===== src/rtl/pdp_seq_pkg.sv =====
package pdp_seq_pkg;
   typedef enum logic [2:0] {
      LV_IDLE   = 3'd0,
      LV_SET    = 3'd1,
      LV_SELECT = 3'd2,
      LV_BASEW  = 3'd3,
      LV_SUS_HI = 3'd4,
      LV_SUS_LO = 3'd5,
      LV_SUBW   = 3'd6
   } lvl_e;

   typedef enum logic [2:0] {
      ST_IDLE = 3'd0,
      ST_SET  = 3'd1,
      ST_WAIT = 3'd2,
      ST_SEL  = 3'd3,
      ST_SUS  = 3'd4,
      ST_DONE = 3'd5
   } st_e;

   localparam int LVW = 3;
endpackage


===== src/rtl/pdp_seq_ctrl.sv =====
module pdp_seq_ctrl
   import pdp_seq_pkg::*;
#(
   parameter int ROWS       = 8,
   parameter int SET_CYC    = 20,
   parameter int SEL_CYC    = 4,
   parameter int SUS_W      = 450,
   parameter int SUS_PULSES = 4,
   localparam int RW     = (ROWS > 1) ? $clog2(ROWS) : 1,
   localparam int CMAX   = (SET_CYC > SEL_CYC) ? ((SET_CYC > SUS_W) ? SET_CYC : SUS_W)
                                               : ((SEL_CYC > SUS_W) ? SEL_CYC : SUS_W),
   localparam int CW     = $clog2(CMAX + 1),
   localparam int HALVES = 2 * SUS_PULSES,
   localparam int HW     = $clog2(HALVES + 1)
) (
   input  logic          clk,
   input  logic          rst_n,
   input  logic          frame_start,
   input  logic          row_valid,
   output st_e           state,
   output logic [RW-1:0] row_idx,
   output logic          half_lo,
   output logic          row_ready,
   output logic          load,
   output logic          done
);
   st_e           st_q;
   logic [CW-1:0] cnt_q;
   logic [RW-1:0] row_q;
   logic          half_q;
   logic [HW-1:0] hcnt_q;

   always_ff @(posedge clk or negedge rst_n) begin
      if (!rst_n) begin
         st_q   <= ST_IDLE;
         cnt_q  <= '0;
         row_q  <= '0;
         half_q <= 1'b0;
         hcnt_q <= '0;
      end else begin
         case (st_q)
            ST_IDLE: begin
               if (frame_start) begin
                  st_q  <= ST_SET;
                  cnt_q <= '0;
               end
            end
            ST_SET: begin
               if (cnt_q == CW'(SET_CYC - 1)) begin
                  st_q  <= ST_WAIT;
                  cnt_q <= '0;
                  row_q <= '0;
               end else begin
                  cnt_q <= cnt_q + 1'b1;
               end
            end
            ST_WAIT: begin
               if (row_valid) begin
                  st_q  <= ST_SEL;
                  cnt_q <= '0;
               end
            end
            ST_SEL: begin
               if (cnt_q == CW'(SEL_CYC - 1)) begin
                  cnt_q <= '0;
                  if (row_q == RW'(ROWS - 1)) begin
                     st_q   <= ST_SUS;
                     half_q <= 1'b0;
                     hcnt_q <= '0;
                  end else begin
                     row_q <= row_q + 1'b1;
                     st_q  <= ST_WAIT;
                  end
               end else begin
                  cnt_q <= cnt_q + 1'b1;
               end
            end
            ST_SUS: begin
               if (cnt_q == CW'(SUS_W - 1)) begin
                  cnt_q  <= '0;
                  half_q <= ~half_q;
                  if (hcnt_q == HW'(HALVES - 1)) st_q <= ST_DONE;
                  else                           hcnt_q <= hcnt_q + 1'b1;
               end else begin
                  cnt_q <= cnt_q + 1'b1;
               end
            end
            ST_DONE: st_q <= ST_IDLE;
            default: st_q <= ST_IDLE;
         endcase
      end
   end

   assign state     = st_q;
   assign row_idx   = row_q;
   assign half_lo   = half_q;
   assign row_ready = (st_q == ST_WAIT);
   assign load      = (st_q == ST_WAIT) && row_valid;
   assign done      = (st_q == ST_DONE);
endmodule


===== src/rtl/pdp_row_buf.sv =====
module pdp_row_buf #(
   parameter int COLS      = 16,
   parameter bit BUF_CLEAR = 1'b1
) (
   input  logic            clk,
   input  logic            rst_n,
   input  logic            load,
   input  logic            sel_active,
   input  logic [COLS-1:0] row_data,
   output logic [COLS-1:0] col_data
);
   logic [COLS-1:0] buf_q;

   generate
      if (BUF_CLEAR) begin : g_clear
         // the word is dropped once its select slot ends
         always_ff @(posedge clk or negedge rst_n) begin
            if (!rst_n)          buf_q <= '0;
            else if (load)       buf_q <= row_data;
            else if (!sel_active) buf_q <= '0;
         end
      end else begin : g_hold
         always_ff @(posedge clk or negedge rst_n) begin
            if (!rst_n)    buf_q <= '0;
            else if (load) buf_q <= row_data;
         end
      end
   endgenerate

   assign col_data = sel_active ? buf_q : '0;
endmodule


===== src/rtl/pdp_level_map.sv =====
module pdp_level_map
   import pdp_seq_pkg::*;
#(
   parameter int ROWS = 8,
   localparam int RW  = (ROWS > 1) ? $clog2(ROWS) : 1
) (
   input  st_e                 state,
   input  logic [RW-1:0]       row_idx,
   input  logic                half_lo,
   output logic [LVW*ROWS-1:0] scan_lvl,
   output logic [LVW-1:0]      com_lvl
);
   lvl_e sus_scan, sus_com;
   assign sus_scan = half_lo ? LV_SUS_LO : LV_SUS_HI;
   assign sus_com  = half_lo ? LV_SUS_HI : LV_SUS_LO;

   genvar r;
   generate
      for (r = 0; r < ROWS; r++) begin : g_row
         lvl_e lv;
         always_comb begin
            lv = LV_IDLE;
            case (state)
               ST_SET:  lv = LV_SET;
               ST_WAIT: lv = (r < int'(row_idx)) ? LV_BASEW : LV_IDLE;
               ST_SEL: begin
                  if (r < int'(row_idx))       lv = LV_BASEW;
                  else if (r == int'(row_idx)) lv = LV_SELECT;
                  else                         lv = LV_IDLE;
               end
               ST_SUS:  lv = sus_scan;
               default: lv = LV_IDLE;
            endcase
         end
         assign scan_lvl[r*LVW +: LVW] = lv;
      end
   endgenerate

   always_comb begin
      case (state)
         ST_WAIT, ST_SEL: com_lvl = LV_SUBW;
         ST_SUS:          com_lvl = sus_com;
         default:         com_lvl = LV_IDLE;
      endcase
   end
endmodule


===== src/rtl/pdp_subfield_seq.sv =====
module pdp_subfield_seq
   import pdp_seq_pkg::*;
#(
   parameter int ROWS       = 8,
   parameter int COLS       = 16,
   parameter int SET_CYC    = 20,
   parameter int SEL_CYC    = 4,
   parameter int CLK_MHZ    = 100,
   parameter int SUS_W      = 450,  // 4.5 us at 100 MHz
   parameter int SUS_PULSES = 4,
   parameter bit BUF_CLEAR  = 1'b1,
   localparam int RW        = (ROWS > 1) ? $clog2(ROWS) : 1
) (
   input  logic              clk,
   input  logic              rst_n,
   input  logic              frame_start,
   input  logic [COLS-1:0]   row_data,
   input  logic              row_valid,
   output logic              row_ready,
   output logic [3*ROWS-1:0] scan_lvl,
   output logic [2:0]        com_lvl,
   output logic [COLS-1:0]   col_data,
   output logic              subfield_done
);
   generate
      if (ROWS < 1)       begin : g_bad_rows  $error("ROWS must be at least 1"); end
      if (COLS < 1)       begin : g_bad_cols  $error("COLS must be at least 1"); end
      if (SET_CYC < 1)    begin : g_bad_set   $error("SET_CYC must be at least 1"); end
      if (SEL_CYC < 1)    begin : g_bad_sel   $error("SEL_CYC must be at least 1"); end
      if (SUS_PULSES < 1) begin : g_bad_pul   $error("SUS_PULSES must be at least 1"); end
      if (SUS_W < 4 * CLK_MHZ || SUS_W > 5 * CLK_MHZ) begin : g_bad_w
         $error("SUS_W must give a 4 to 5 us pulse at CLK_MHZ");
      end
   endgenerate

   st_e           state;
   logic [RW-1:0] row_idx;
   logic          half_lo;
   logic          load;

   pdp_seq_ctrl #(
      .ROWS(ROWS), .SET_CYC(SET_CYC), .SEL_CYC(SEL_CYC),
      .SUS_W(SUS_W), .SUS_PULSES(SUS_PULSES)
   ) i_ctrl (
      .clk(clk), .rst_n(rst_n), .frame_start(frame_start), .row_valid(row_valid),
      .state(state), .row_idx(row_idx), .half_lo(half_lo),
      .row_ready(row_ready), .load(load), .done(subfield_done)
   );

   pdp_row_buf #(.COLS(COLS), .BUF_CLEAR(BUF_CLEAR)) i_buf (
      .clk(clk), .rst_n(rst_n), .load(load), .sel_active(state == ST_SEL),
      .row_data(row_data), .col_data(col_data)
   );

   pdp_level_map #(.ROWS(ROWS)) i_map (
      .state(state), .row_idx(row_idx), .half_lo(half_lo),
      .scan_lvl(scan_lvl), .com_lvl(com_lvl)
   );
endmodule


===== config.mk =====
export PLATFORM = sky130hd
export DESIGN_NAME = pdp_subfield_seq
export DESIGN_NICKNAME = d
export VERILOG_FILES = /design/src/rtl/pdp_seq_pkg.sv /design/src/rtl/pdp_seq_ctrl.sv /design/src/rtl/pdp_row_buf.sv /design/src/rtl/pdp_level_map.sv /design/src/rtl/pdp_subfield_seq.sv
export SDC_FILE = /design/constraint.sdc
export NUM_CORES = 1
export LEC_CHECK = 0
export BUFFER_PORTS_ARGS = -buffer_cell sky130_fd_sc_hd__buf_2
export CAP_MARGIN = 25
export CORE_MARGIN = 10
export CORE_UTILIZATION = 50
export DETAILED_ROUTE_END_ITERATION = 16
export GPL_ROUTABILITY_DRIVEN = 0
export PLACE_DENSITY = 0.77
export SYNTH_ARGS = -nofsm -noshare
export SYNTH_HDL_FRONTEND = slang
export SYNTH_HIERARCHICAL = 1
export SYNTH_SLANG_ARGS = --single-unit
export TNS_END_PERCENT = 20

===== constraint.sdc =====
create_clock -name clk -period 2.45 [get_ports clk]
set_input_delay 0.49 -clock clk [delete_from_list [all_inputs] [get_ports clk]]
set_output_delay 0.49 -clock clk [all_outputs]
set_load 0.05 [all_outputs]

==> results.ini, run 1 <==
[setup_path]
crit_type = register to register
worstSetupStartpointType = register
r2r_start = i_ctrl/cnt_q[0]
worstPathRequired_ns = 2.62
r2r-end = i_ctrl/state[1]
slowest_delay_ns = 0.49
reg2reg_depth = 6
crit_family = simple AND/OR/NAND/NOR gates
slowest_stage = or4b_4
critical_path_buf_inv_count = 0
arrival_ns = 2.47
cp.depth = 6
path_cells = ha_1 > or4b_4 > o31a_1 > and3b_4 > o211ai_2 > mux2_2
rrSetupSlack_ns = 0.15
critPathMaxFanout = 10
end_kind = register

[synth]
synth_top_cell_area_share = 0.386
synthTopCellsByArea = dfrtp_1, mux2_4, mux2_2
synth_cell_types = 51
netlist_instances = 228
synth_edf_count = 0
synth_area_per_cell_um2 = 10.2
ys_async_sr_fraction = 1.00
ys_top_cells_by_count = dfrtp_1, nor2_1, o21ai_0, nand2_1
ys_ff_latch = 36
synth_ff_type = dfrtp_1
yosysMostFrequentCell = dfrtp_1
synth_area_um2 = 2330
ys_seq_area_frac = 0.386
syn_nets = 253
post-synth-top-area-cell = dfrtp_1
yosys_warnings = 6

[floorplanning]
die_h_um = 88.3
dieArea_um2 = 7790
coreArea_um2 = 4440
initial_core_util = 0.524
fp.dieW_um = 88.3
pin_count = 65
row_count = 24

[cells_and_area]
drive_above_1_share = 0.472
layout.nets = 315
diodes = 0
syn2layout_area_growth_pct = 18.7

[drt]
vias_per_cell = 5.37
wl_um = 5430
vias = 1836
wl_per_cell_um = 15.9
drt_iter0_markers = 145
ant_nets = 0
dr.pass1.iters = 4
drc = 0

[placement]
io_buffers = 64
dpl.hpwl_um = 3980

[grt]
antenna_found_initial = 0
track_usage = 0.137
overflow = 0
grt_start_max_net_pins = 37
grt_pass1_vias = 1810
grt_first_pass_wirelength_um = 8710

[timing]
hold_slack_ns = 0.297
hold_viol = 0
report.final.setup_viol = 0
clock_skew_ns = 0.00231
slew-limit-headroom = 0.454
tightest_slew_ns = 0.819
maxSlewViolCount = 0
period_share = 0.940
rsz0062_at_grt = false
setup_tns_ns = 0
max_freq_mhz = 434
finalCriticalPeriod_ns = 2.30

[pwr]
peakVddDrop_mv = 0.594
total_power_mw = 3.71
powerDensity_nw_per_um2 = 1340
p_leak_nw = 1.48

[clock_tree]
path_clk_slew_ns = 0.07
htree_num_levels = 2
cts_buffers = 5
clockBufferDepth = 2
root_buffer = clkbuf_8
cts_tree = built
insertion_delay_ns = 0.28
cts_sinks = 36

[status]
status = finished clean

[min_path]
hp-class = primary input to async pin

[run]
maxCapViolCount = 0

metal layers:
layer	vias up	part of all wire	track usage
met5	-	0	0
met4	0	0.0085	0.0382
met3	4	0.061	0.0358
met2	41	0.51	0.235
met1	859	0.42	0.165
li1	932	-	-
final cells by class:
cell class              count  area, um^2
repair buffers             77         438
clock inverters             1        5.00
flip-flops and latches     36         903
fillers                   377        1680
multi-input cells         161        1250
clock buffers               6        72.6
well taps                  52        65.1
inverters                   9        33.8
timing repair:
action                     4_1_cts  5_1_grt
gates resized for setup          1       12
setup buffers                    0        3
hold buffers                     0        0
setup endpoints to repair       12       12
where the power goes:
part	leakage (nW)	switching, mW	internal (mW)
clock network	0.0410	0.198	0.193
logic	0.967	1.53	0.874
registers	0.477	0.135	0.779
total	1.48	1.86	1.85
registers in the layout, summed over array words and instances (netlist names):
signal and flops:
i_buf/buf_q 16, i_ctrl/cnt_q 9, i_ctrl/state 3, i_ctrl/row_idx 3
i_ctrl/half_lo 1, i_ctrl/hcnt_q 4
how the worst max path moves through the flow:
stage                    start  slack [ns]         endpoint
2_1_floorplan  i_ctrl/state[1]        0.12    subfield_done
3_3_place_gp   i_ctrl/cnt_q[0]        0.18  i_ctrl/state[1]
3_5_place_dp   i_ctrl/cnt_q[0]         0.1  i_ctrl/state[1]
4_1_cts        i_ctrl/cnt_q[0]        0.08  i_ctrl/state[0]
5_1_grt        i_ctrl/cnt_q[0]        0.06  i_ctrl/state[1]
6_report       i_ctrl/cnt_q[0]        0.15  i_ctrl/state[1]
through the flow:
stage          cells  instance area [um^2]  setup slack, ns  utilization
5_1_grt          342                  2770           0.0581        0.623
3_3_place_gp     332                  2640            0.184        0.594
3_5_place_dp     332                  2640           0.0966        0.594
6_report         342                  2770            0.146        0.623
4_1_cts          339                  2720           0.0812        0.612
2_1_floorplan    228                  2330            0.119            -
kinds of logic after synthesis:
logic type / synth area share
buffers and inverters: 0.0794
xor gates and xnor gates: 0.00752
and+or+nand+nor: 0.244
muxes: 0.107
adders and majority gates: 0.0268
AOI/OAI and AO/OA: 0.148
DFF: 0.386
placed cells by master (no fill, tap or decap), drive strengths merged, types with 2 or more instances in the layout:
| cell | netlist | layout |
|---|---|---|
| or3b | 4 | 4 |
| a31oi | 2 | 2 |
| nand2 | 13 | 13 |
| a21oi | 7 | 7 |
| nor3 | 3 | 3 |
| ha | 5 | 5 |
| nor2 | 13 | 13 |
| clkbuf | 5 | 14 |
| nand2b | 2 | 2 |
| o211ai | 6 | 6 |
| o22ai | 4 | 4 |
| mux2 | 18 | 18 |
| nor3b | 10 | 10 |
| buf | 17 | 69 |
| inv | 9 | 9 |
| nand3 | 7 | 7 |
| and3b | 4 | 4 |
| o31a | 2 | 2 |
| a21o | 6 | 6 |
| dfrtp | 36 | 36 |
| o21ai | 13 | 13 |
| xnor2 | 2 | 2 |
| and3 | 5 | 5 |
| nand4 | 2 | 2 |
| and2 | 18 | 18 |
(Power assumes the default switching activity.)
==> run 2, diff against run 1 <==
--- a/config.mk
+++ b/config.mk
@@ -7,7 +7,6 @@
 export LEC_CHECK = 0
 export BUFFER_PORTS_ARGS = -buffer_cell sky130_fd_sc_hd__buf_2
 export CAP_MARGIN = 25
-export CORE_MARGIN = 10
 export CORE_UTILIZATION = 50
 export DETAILED_ROUTE_END_ITERATION = 16
 export GPL_ROUTABILITY_DRIVEN = 0
==> run 2 against run 1 <==
Via count rose by 1.1%. First-iteration DRC count decreased by 52%. Non-clock buffer count decreased by 5. Global-route usage rose by 5.9 points. Cell count decreased by 1.2%. Worst setup slack worse by 0.061 ns. Largest cell class unchanged. Combinational power decreased by 5%. Sequential share of layout area up 0.43 points. Register-to-register slack worse by 0.06 ns. Sequential power increased by 0.9%. Design area fell by 1.3%.
==> results.ini, run 2 (synthesized netlist as in run 1, its figures left out) <==
[clock_tree]
cts_tree = built
cts_sinks = 36
path_clk_slew_ns = 0.07
htree_num_levels = 2
root_buffer = clkbuf_8
clockBufferDepth = 2
cts_hold_buffers = 0
cts_buffers = 5
insertion_delay_ns = 0.29

[timing]
max_freq_mhz = 423
slew-limit-headroom = 0.469
period_share = 0.965
layout_setup_ws_ns = 0.0853
tightest_slew_ns = 0.797
maxSlewViolCount = 0
hold_viol = 0
finalCriticalPeriod_ns = 2.36
report.final.setup_viol = 0
rsz0062_at_grt = true
clock_skew_ns = 0.00603

[cells_and_area]
fin_cells = 338
diodes = 0
reg_top3 = i_buf/buf_q x16, i_ctrl/cnt_q x9, i_ctrl/hcnt_q x4
layout.nets = 310
final_common_cell = buf_2
largest_reg_flops = 16
top_register = i_buf/buf_q
final_cell_mix = buf_2, dfrtp_1, nor2_1, o21ai_0, nand2_1
syn2layout_area_growth_pct = 17.2
drive_above_1_share = 0.469

[min_path]
hp-class = primary input to async pin

[floorplanning]
initial_core_util = 0.528
pin_count = 65
row_count = 24
die_h_um = 70.3
dieArea_um2 = 4940
coreArea_um2 = 4410
fp.dieW_um = 70.3

[pwr]
peakVddDrop_mv = 0.604
powerDensity_nw_per_um2 = 1330
power.switching_mw = 1.83
p_clk_frac = 0.121
p_leak_nw = 1.48
cell_internal_pwr_mw = 1.81
swShare = 0.504
combPwrFrac = 0.625
p_seq_frac = 0.253

[drt]
wl_per_cell_um = 14.0
wl_um = 4740
vias = 1856
vias_per_cell = 5.49
dr.pass1.iters = 4
drc = 0
ant_nets = 0
drt_iter0_markers = 69

[grt]
grt_start_max_net_pins = 37
overflow = 0
grt_pass1_vias = 1689
track_usage = 0.196
antenna_found_initial = 0
grt_first_pass_wirelength_um = 7780

[run]
maxCapViolCount = 0

[setup_path]
end_kind = register
worstPathRequired_ns = 2.62
crit_type = register to register
critPathMaxFanout = 14
worstSetupStartpointType = register
arrival_ns = 2.54

[placement]
dp.cells = 330
io_buffers = 64
dpl.hpwl_um = 3400
pre_cts_slack_ns = 0.0769

[status]
status = finished clean

==> run 2: final timing paths <==
check / to / start / cells past startpoint / slack [ns]
setup / recovery: i_ctrl/state[1] / i_ctrl/cnt_q[0] / 6 / 0.09
hold / removal: i_buf/buf_q[2] / rst_n / 1 / 0.28
setup reg to reg: i_ctrl/state[1] / i_ctrl/cnt_q[0] / 6 / 0.09
hold reg to reg: i_ctrl/hcnt_q[3] / i_ctrl/hcnt_q[3] / 1 / 0.47
max in group asynchronous: i_ctrl/state[1] / rst_n / 1 / 1.61
min in group clk: i_buf/buf_q[7] / row_data[7] / 2 / 0.43
==> run 2: metal layers <==
| layer | up-vias | wire, um | global-route usage |
|---|---|---|---|
| li1 | 918 | - | - |
| met1 | 895 | 2170 | 0.253 |
| met2 | 36 | 2340 | 0.321 |
| met3 | 7 | 156 | 0.0390 |
| met4 | 0 | 72 | 0.0800 |
| met5 | - | 0 | 0 |
==> run 2: per-stage QoR <==
stage | TNS (ns) | power [mW] | hold slack (ns) | util | cell area, um^2
after floorplan | 0 | 2.80 | 0.194 | - | 2330
after global placement | 0 | 3.14 | 0.472 | 0.595 | 2630
after detailed placement | 0 | 3.20 | 0.463 | 0.595 | 2630
after CTS | 0 | 3.65 | 0.314 | 0.617 | 2730
after global routing | -0.0493 | 3.85 | 0.352 | 0.619 | 2730
final | 0 | 3.64 | 0.281 | 0.619 | 2730
==> run 2: critical path, stage by stage, from the launching register on <==
cell and delay (ns):
dfrtp_1 0.42, ha_2 0.22, or4b_4 0.48, o31a_1 0.30
and3b_2 0.40, o211ai_2 0.14, mux2_2 0.29
==> run 2: cell type report <==
class                           instances  area (um^2)
Sequential cell                        36          903
Fill cell                             382         1680
Clock buffer                            7         86.3
Timing Repair Buffer                   72          380
Inverter                                9         33.8
Clock inverter                          1         7.51
Multi-Input combinational cell        161         1250
Tap cell                               52         65.1
==> run 2: power groups by stage <==
stage / combinational, mW / clock, mW / sequential [mW]
floorplan: 1.93 / 0 / 0.867
global placement: 2.23 / 0 / 0.912
detailed placement: 2.27 / 0 / 0.927
CTS: 2.28 / 0.457 / 0.918
global route: 2.44 / 0.471 / 0.948
finish: 2.28 / 0.441 / 0.922
==> run 2: timing repair <==
action / 4_1_cts / 5_1_grt
resized for setup: 2 / 3
cloned: 0 / 0
setup buffers: 0 / 0
setup endpoints to repair: 1 / 10
==> run 3, diff against run 2 <==
--- a/config.mk
+++ b/config.mk
@@ -10,9 +10,8 @@
 export CORE_UTILIZATION = 50
 export DETAILED_ROUTE_END_ITERATION = 16
 export GPL_ROUTABILITY_DRIVEN = 0
-export PLACE_DENSITY = 0.77
+export PLACE_DENSITY = 0.78
 export SYNTH_ARGS = -nofsm -noshare
 export SYNTH_HDL_FRONTEND = slang
-export SYNTH_HIERARCHICAL = 1
 export SYNTH_SLANG_ARGS = --single-unit
 export TNS_END_PERCENT = 20
==> run 3 against run 2 <==
Area after synthesis down 6.4%. Global-route usage rose by 1.7 points. Count of clock-buffer cells in the layout stayed put. Via count rose by 1.6%. Cell count is 0.59% higher. Die area decreased by 6.2%. Sequential share of layout area grew 2.1 points. Wire length rose by 0.70%. Non-clock buffer count decreased by 5. Synthesized cell count is 3.9% higher. Critical path depth decreased by 1. Core utilization increased by 0.89 points. Critical endpoint is now scan_lvl[22]. Highest routed layer unchanged.
==> results.ini, run 3 <==
[status]
status = finished clean

[timing]
report.final.setup_viol = 0
tightest_slew_ns = 0.789
max_freq_mhz = 431
finalCriticalPeriod_ns = 2.32
hold_viol = 0
maxSlewViolCount = 0
slew-limit-headroom = 0.474
hold_slack_ns = 0.282
period_share = 0.948
rsz0062_at_grt = false
clock_skew_ns = 0.00780

[synth]
syn_nets = 265
ys_ff_latch = 36
synth_area_um2 = 2180
yosysMostFrequentCell = dfrtp_1
synth_edf_count = 0
synthTopCellsByArea = dfrtp_1, a21o_1, and2_1
synth_cell_types = 48
ys_top_cells_by_count = dfrtp_1, a21o_1, and2_1, nand2_1, o21ai_0
synth_top_cell_area_share = 0.413
netlist_instances = 237
ys_async_sr_fraction = 1.00
post-synth-top-area-cell = dfrtp_1
ys_seq_area_frac = 0.413
synth_ff_type = dfrtp_1
yosys_warnings = 0
synth_area_per_cell_um2 = 9.21

[placement]
io_buffers = 64
dpl.hpwl_um = 3400
post_dp_cell_area_um2 = 2460
dp.cells = 332

[setup_path]
arrival_ns = 1.83
slowest_stage = dfrtp_1
slowest_delay_ns = 0.55
critical_path_buf_inv_count = 2
path_cells = ha_1 > ha_1 > nand2_1 > inv_1 > buf_2
end_kind = output port
worstSetupStartpointType = register
crit_path_frequent_cell = ha_1
cp.depth = 5
worstPathRequired_ns = 1.96
reg2reg_depth = 6
crit_type = register to output port
critPathMaxFanout = 11
crit_family = flip-flops

[drt]
dr.pass1.iters = 4
vias_per_cell = 5.54
drt_iter0_markers = 120
vias = 1885
drc = 0
wl_per_cell_um = 14.0
wl_um = 4770
ant_nets = 0

[cells_and_area]
reg_top3 = i_buf.buf_q x16, i_ctrl.cnt_q x9, i_ctrl.hcnt_q x4
finalInstanceArea_um2 = 2560
drive_above_1_share = 0.300
final_cell_mix = buf_2, dfrtp_1, and2_1, a21o_1, nand2_1
fill_cells = 357
final_common_cell = buf_2
layout.nets = 317
largest_reg_flops = 16
fin_cells = 340
diodes = 0
syn2layout_area_growth_pct = 17.5
top_register = i_buf.buf_q

[clock_tree]
post-cts-setup-buffers = 0
insertion_delay_ns = 0.29
clockBufferDepth = 2
path_clk_slew_ns = 0.07
htree_num_levels = 2
cts_tree = built
cts_buffers = 5
cts_sinks = 36
cts_hold_buffers = 0
root_buffer = clkbuf_8

[grt]
grt_start_max_net_pins = 37
grt_pass1_vias = 1567
track_usage = 0.213
grt_first_pass_wirelength_um = 7260
overflow = 0
antenna_found_initial = 0

[min_path]
hp-class = primary input to async pin

[run]
maxCapViolCount = 0

[floorplanning]
die_h_um = 68.1
initial_core_util = 0.534
fp.dieW_um = 68.1
dieArea_um2 = 4630
pin_count = 65
coreArea_um2 = 4090
row_count = 23

-- run 3: cell types whose count changed after synthesis, moves of 6 or more --
cell      before  now
nand2_1       12   18
o211ai_2       6    0
and2_4        10    0
and2_1         2   18
nor3b_1        9    1
mux2_2         8    1
and2_2         6    0
a21o_1         6   18
mux2_4        10    0
-- run 3: area by class of cell --
| type | count | area, um^2 | area share |
|---|---|---|---|
| flip-flops and latches | 36 | 902 | 0.352 |
| multi-input cells | 166 | 1100 | 0.429 |
| repair buffers | 67 | 345 | 0.135 |
| inverters | 13 | 61.3 | 0.0239 |
| clock buffers | 7 | 86.3 | 0.0337 |
| well taps | 50 | 62.6 | 0.0244 |
| clock inverters | 1 | 7.51 | 0.00293 |
-- run 3: cell families (layout without fill, tap and decap cells) --
group                      Yosys count  after routing  share of synthesized area
DFF                                 36             36                      0.413
and+or+nand+nor                     84             84                      0.216
adders and majority gates            8              8                     0.0459
muxes                                2              2                    0.00975
AOI/OAI and AO/OA                   69             69                      0.216
xor gates and xnor gates             3              3                     0.0120
buffers and inverters               35             88                     0.0883
-- run 3: through the flow --
step	utilization	setup TNS (ns)	setup WS (ns)
finish	0.628	0	0.127
global route	0.628	0	0.00267
CTS	0.625	0	0.0599
detailed placement	0.602	0	0.385
global placement	0.602	0	0.358
floorplan	-	-0.162	-0.0878
-- run 3: layer usage --
metal,GRT usage,wire length (um),up-vias
met5,0,0,-
met4,0.0625,21,0
met3,0.0633,247,2
met2,0.311,2250,56
met1,0.302,2250,901
li1,-,-,926
-- run 3: final timing paths --
| path | startpoint | end | slack (ns) |
|---|---|---|---|
| worst max register to register | i_ctrl.row_idx[1] | i_ctrl.row_idx[0] | 0.40 |
| worst max-delay path | i_ctrl.row_idx[1] | scan_lvl[22] | 0.13 |
| worst min register to register | i_ctrl.hcnt_q[0] | i_ctrl.hcnt_q[0] | 0.54 |
| worst min-delay path | rst_n | i_ctrl.cnt_q[4] | 0.28 |
| min in group clk | row_data[14] | i_buf.buf_q[14] | 0.39 |
| max in group asynchronous | rst_n | i_ctrl.state[1] | 1.62 |
-- run 3: repair_timing --
action / 4_1_cts / 5_1_grt
resized for setup: 0 / 4
hold endpoints to repair: 0 / 0
endpoints found under the setup margin: 0 / 7
Power of run 3 is not shown: default switching activity piles up to over one toggle a cycle in this logic, so the estimate is an artifact.
